--- src/rtl/mdt_esc_pkg.sv ---
package mdt_esc_pkg;
   typedef enum logic {
      LAYOUT_SPLIT = 1'b0,
      LAYOUT_WIDE  = 1'b1
   } status_layout_e;

   typedef enum logic [1:0] {
      TC_NONE     = 2'd0,
      TC_EXPECTED = 2'd1,
      TC_TO_NMI   = 2'd2,
      TC_FATAL    = 2'd3
   } trap_class_e;

   localparam logic [1:0] PRIV_MACHINE = 2'b11;
endpackage

--- src/rtl/mdt_trap_class.sv ---
module mdt_trap_class
   import mdt_esc_pkg::*;
(
   input  logic        trap_req,
   input  logic        frozen,
   input  logic        mdt,
   input  logic        trap_in_m,
   input  logic        nmi_resumable,
   input  logic        nmi_en,
   output trap_class_e cls
);
   logic nested;
   logic nmi_blocked;

   always_comb begin
      nmi_blocked = nmi_resumable & trap_in_m & ~nmi_en;
      nested      = mdt | nmi_blocked;
      cls         = TC_NONE;
      if (trap_req && !frozen) begin
         if (!nested)                       cls = TC_EXPECTED;
         else if (nmi_resumable && nmi_en)  cls = TC_TO_NMI;
         else                               cls = TC_FATAL;
      end
   end
endmodule

--- src/rtl/mdt_status_ctl.sv ---
module mdt_status_ctl
   import mdt_esc_pkg::*;
#(
   parameter status_layout_e LAYOUT = LAYOUT_WIDE
) (
   input  logic clk,
   input  logic rst_n,
   input  logic frozen,
   input  logic trap_req,
   input  logic trap_expected,
   input  logic mret_retire,
   input  logic st_we,
   input  logic st_mie_d,
   input  logic st_mdt_d,
   input  logic sth_we,
   input  logic sth_mdt_d,
   output logic mdt,
   output logic mie
);
   logic mdt_q, mie_q, mdt_n, mie_n;
   logic flag_wr_en, flag_wr_val, ie_wr_en, ie_wr_val;

   generate
      if (LAYOUT == LAYOUT_WIDE) begin : g_wide
         logic unused_hi;
         assign unused_hi   = sth_we ^ sth_mdt_d;
         assign flag_wr_en  = st_we;
         assign flag_wr_val = st_mdt_d;
         assign ie_wr_en    = st_we;
         assign ie_wr_val   = st_mie_d & ~st_mdt_d;
      end else begin : g_split
         logic unused_lo;
         assign unused_lo   = st_mdt_d;
         assign flag_wr_en  = sth_we;
         assign flag_wr_val = sth_mdt_d;
         assign ie_wr_en    = (sth_we & sth_mdt_d) | st_we;
         assign ie_wr_val   = (sth_we & sth_mdt_d) ? 1'b0 : (st_mie_d & ~mdt_q);
      end
   endgenerate

   always_comb begin
      mdt_n = mdt_q;
      mie_n = mie_q;
      if (!frozen) begin
         if (trap_req) begin
            if (trap_expected) mdt_n = 1'b1;
         end else if (mret_retire) begin
            mdt_n = 1'b0;
         end else begin
            if (flag_wr_en) mdt_n = flag_wr_val;
            if (ie_wr_en)   mie_n = ie_wr_val;
         end
      end
   end

   always_ff @(posedge clk or negedge rst_n) begin
      if (!rst_n) begin
         mdt_q <= 1'b1;
         mie_q <= 1'b0;
      end else begin
         mdt_q <= mdt_n;
         mie_q <= mie_n;
      end
   end

   assign mdt = mdt_q;
   assign mie = mie_q;
endmodule

--- src/rtl/mdt_nmi_capture.sv ---
module mdt_nmi_capture
   import mdt_esc_pkg::*;
#(
   parameter int PC_W    = 32,
   parameter int CAUSE_W = 8
) (
   input  logic               clk,
   input  logic               rst_n,
   input  logic               cap_en,
   input  logic [PC_W-1:0]    pc_d,
   input  logic [CAUSE_W-1:0] cause_d,
   output logic [PC_W-1:0]    epc_q,
   output logic [CAUSE_W-1:0] cause_q,
   output logic [1:0]         prev_mode_q,
   output logic               en_clr_q
);
   always_ff @(posedge clk or negedge rst_n) begin
      if (!rst_n) begin
         epc_q       <= '0;
         cause_q     <= '0;
         prev_mode_q <= '0;
         en_clr_q    <= 1'b0;
      end else begin
         en_clr_q <= cap_en;
         if (cap_en) begin
            epc_q       <= pc_d;
            cause_q     <= cause_d;
            prev_mode_q <= PRIV_MACHINE;
         end
      end
   end
endmodule

--- src/rtl/mdt_escalate.sv ---
module mdt_escalate
   import mdt_esc_pkg::*;
#(
   parameter status_layout_e LAYOUT  = LAYOUT_WIDE,
   parameter int             PC_W    = 32,
   parameter int             CAUSE_W = 8
) (
   input  logic               clk,
   input  logic               rst_n,
   input  logic               st_we,
   input  logic               st_mie_d,
   input  logic               st_mdt_d,
   input  logic               sth_we,
   input  logic               sth_mdt_d,
   input  logic               trap_req,
   input  logic               trap_in_m,
   input  logic [CAUSE_W-1:0] trap_cause,
   input  logic [PC_W-1:0]    trap_pc,
   input  logic               mret_retire,
   input  logic               nmi_resumable,
   input  logic               nmi_en,
   output logic               mdt_o,
   output logic               mie_o,
   output logic               trap_ok_o,
   output logic               nmi_en_clr_o,
   output logic [PC_W-1:0]    nmi_epc_o,
   output logic [CAUSE_W-1:0] nmi_cause_o,
   output logic [1:0]         nmi_prev_mode_o,
   output logic               halt_o,
   output logic               irq_mask_o,
   output logic               crit_err_o
);
   localparam int MIN_PC_W = 2;

   generate
      if (PC_W < MIN_PC_W || PC_W > 64) begin : g_bad_pc
         $error("mdt_escalate: PC_W out of range");
      end
      if (CAUSE_W < 5 || CAUSE_W > 64) begin : g_bad_cause
         $error("mdt_escalate: CAUSE_W out of range");
      end
   endgenerate

   trap_class_e cls;
   logic        crit_q;
   logic        ok_q;

   mdt_trap_class u_class (
      .trap_req      (trap_req),
      .frozen        (crit_q),
      .mdt           (mdt_o),
      .trap_in_m     (trap_in_m),
      .nmi_resumable (nmi_resumable),
      .nmi_en        (nmi_en),
      .cls           (cls)
   );

   mdt_status_ctl #(.LAYOUT(LAYOUT)) u_status (
      .clk           (clk),
      .rst_n         (rst_n),
      .frozen        (crit_q),
      .trap_req      (trap_req),
      .trap_expected (cls == TC_EXPECTED),
      .mret_retire   (mret_retire),
      .st_we         (st_we),
      .st_mie_d      (st_mie_d),
      .st_mdt_d      (st_mdt_d),
      .sth_we        (sth_we),
      .sth_mdt_d     (sth_mdt_d),
      .mdt           (mdt_o),
      .mie           (mie_o)
   );

   mdt_nmi_capture #(.PC_W(PC_W), .CAUSE_W(CAUSE_W)) u_nmi (
      .clk         (clk),
      .rst_n       (rst_n),
      .cap_en      (cls == TC_TO_NMI),
      .pc_d        (trap_pc),
      .cause_d     (trap_cause),
      .epc_q       (nmi_epc_o),
      .cause_q     (nmi_cause_o),
      .prev_mode_q (nmi_prev_mode_o),
      .en_clr_q    (nmi_en_clr_o)
   );

   always_ff @(posedge clk or negedge rst_n) begin
      if (!rst_n) begin
         crit_q <= 1'b0;
         ok_q   <= 1'b0;
      end else begin
         crit_q <= crit_q | (cls == TC_FATAL);
         ok_q   <= (cls == TC_EXPECTED);
      end
   end

   assign trap_ok_o  = ok_q;
   assign crit_err_o = crit_q;
   assign halt_o     = crit_q;
   assign irq_mask_o = crit_q;
endmodule

--- config.mk ---
export PLATFORM = sky130hd
export DESIGN_NAME = mdt_escalate
export DESIGN_NICKNAME = d
export VERILOG_FILES = /design/src/rtl/mdt_esc_pkg.sv /design/src/rtl/mdt_trap_class.sv /design/src/rtl/mdt_status_ctl.sv /design/src/rtl/mdt_nmi_capture.sv /design/src/rtl/mdt_escalate.sv
export SDC_FILE = /design/constraint.sdc
export NUM_CORES = 1
export LEC_CHECK = 0
export BUFFER_PORTS_ARGS = -buffer_cell sky130_fd_sc_hd__buf_2
export CORE_MARGIN = 10
export CORE_UTILIZATION = 45
export DETAILED_ROUTE_END_ITERATION = 6
export GPL_TIMING_DRIVEN = 0
export PLACE_DENSITY = 0.89
export SYNTH_ARGS = -nofsm -noshare
export SYNTH_HDL_FRONTEND = slang
export SYNTH_SLANG_ARGS = --single-unit
--- constraint.sdc ---
create_clock -name clk -period 1.8 [get_ports clk]
set_clock_uncertainty 0.15 [all_clocks]
set_input_delay 0.36 -clock clk [delete_from_list [all_inputs] [get_ports clk]]
set_output_delay 0.36 -clock clk [all_outputs]
set_load 0.05 [all_outputs]
==> impl_metrics.ini <==
[cts]
cts_buffers = 5
cts_tree = done
cts_hold_buf = 0
cts.repair.resized = 0
cts.sinks = 46
cts_root_buf = clkbuf_8
htree_levels = 2
clk-insertion-delay-late_ns = 0.29
clk_pin_slew_ns = 0.08
clk_path_buf_depth = 2
post_cts_buffers = 0

[layout]
most-common-layout-cells = buf_2, dfrtp_1, mux2_4, clkbuf_8, buf_6
multiInputGateArea_um2 = 714.4
final_area_mm2 = 0.002609
nets = 271
diodes = 0
seq_area_mm2 = 0.001152
stdcell_count = 270
fillers = 323
areaGrowthSynthToFinish_pct = 34.08
layout_commonest_cell = buf_2
drive_above_1_share_pct = 70.45

[synthesis]
synth_top_cell_area_share_pct = 57.88
ys_ff_latch = 46
syn_inst = 114
yosysWarnings = 0
async_flop_share_pct = 100.0
syn-cell-area_mm2 = 0.001946
synth_area_leaders = dfrtp_1, mux2_4, buf_6
synth_area_per_cell_um2 = 17.07
synth_top_area_cell = dfrtp_1
synth-main-ff-cell = dfrtp_1
ys_types = 19
synthesis.nets = 166
synth_edf_count = 0
ys_seq_area_share_pct = 59.23

[placed_design]
finalWeightedCongestion = 0.7176
portBuffers = 98
dp_hpwl_mm = 3.844
dp.cells = 262
placed_cell_area_mm2 = 0.002499

[die]
die_width_um = 85.76
dieArea_mm2 = 0.007354
die_y_um = 85.76
rows = 23
core_area_mm2 = 0.004086
io_pins = 101
start_util_pct = 47.61

[hold_path]
min_path_type = in2async

[global_routing]
groute.usage.overall_pct = 12.99
gr-total-overflow = 0
grt_max_degree = 47
antenna_found_initial = 0
grt_pass1_wl_mm = 7.638
grt_pass1_vias = 1555

[pwr]
power_density_mw_per_mm2 = 1127
leakage_nw = 1.571
power.total_mw = 2.940
max-vdd-ir-drop_uv = 638.6

[timing]
slew_headroom_pct = 33.24
rsz0062_at_grt = false
max_slew.worst_pin.slew_ns = 1.001
min_period_over_period_pct = 95.37
min_period_ns = 1.717
clock.fmax_mhz = 582.5
hold_viol_final = 0
tns_ns = 0
drv_slew = 0
setup_viol = 0

[route]
dr.pass1.iters = 4
via_per_inst = 4.733
antenna_left = 0
initialDrtViolationCount = 38
vias = 1278
wl_mm = 4.837
wl_per_cell_um = 17.91
drc = 0

[critical_path]
critPathSlowestCell = dfrtp_1
path_buf_inv = 2
path_cells = buf_4 > buf_2
crit_type = reg2out
worst_ep_arrival_time_ns = 1.21
crit_fanout = 9
cp_slowest_stage_delay_ns = 0.51
end_kind = primary output
cp-start-kind = flop
worst_ep_required_time_ns = 1.29
cp_top_family = flip-flops

[flow_run]
timing.max_cap.violations = 0

[outcome]
status = complete, no violations
## cells by family after synthesis
group | after synthesis | synth area share [%]
buffers and inverters | 10 | 4.051
AND/OR/NAND/NOR | 12 | 4.309
multiplexers | 40 | 30.48
flip-flops | 46 | 59.23
AO/OA/AOI/OAI | 6 | 1.929
## cell type report
cell class | count | share of cell area [%]
Tap cell | 50 | 2.398
Multi-Input combinational cell | 58 | 27.39
Clock inverter | 2 | 1.439
Clock buffer | 6 | 2.782
Timing Repair Buffer | 98 | 18.80
Inverter | 3 | 0.4317
Sequential cell | 46 | 44.17
Buffer | 7 | 2.590
## cell usage after synthesis, drive strengths merged, types with 2 or more instances
library cell / number
dfrtp: 45
nor2: 3
o21ai: 2
nor4b: 2
nand2: 3
mux2: 40
inv: 3
buf: 7
## stage by stage
step	worst slack, ns	hold slack, ns	utilization [%]
floorplan	0.01329	-0.08559	-
global placement	0.1045	0.3315	61.15
detailed placement	0.09398	0.3367	61.15
CTS	0.07056	0.1034	63.84
global route	0.009502	0.1287	63.84
finish	0.08339	0.07789	63.84
## final timing paths
path                       slack, ns  depth (start not counted)             from         endpoint
max reg2reg                     0.12                          4       crit_err_o  u_nmi.epc_q[12]
max                             0.08                          2       crit_err_o           halt_o
min reg2reg                     0.36                          1  u_nmi.epc_q[27]  u_nmi.epc_q[27]
max in group asynchronous       0.80                          1            rst_n  u_nmi.epc_q[15]
min in group clk                0.13                          2         trap_req     u_status.mdt
min                             0.08                          1            rst_n  u_nmi.epc_q[29]
## flip-flops by register name, summed over array words and instances (netlist names)
name / count
u_nmi.prev_mode_q: 1
u_nmi.en_clr_q: 1
u_nmi.cause_q: 8
u_nmi.epc_q: 32
crit_err_o: 1
u_status.mie: 1
trap_ok_o: 1
u_status.mdt: 1
## power by group
group / switching, mW / total [mW] / internal, mW
registers: 0.0804 / 1.25 / 1.17
logic: 0.652 / 0.945 / 0.292
clock network: 0.330 / 0.744 / 0.414
total: 1.06 / 2.94 / 1.88
## per-layer routing
layer	GRT usage, %	vias up	part of all wire [%]
met4	3.144	0	0.87
met5	0	-	0
met2	23.77	48	54
met1	13.35	622	38
met3	5.393	5	7.0
li1	-	603	-
Note: power is estimated with default switching activity, not from simulation.
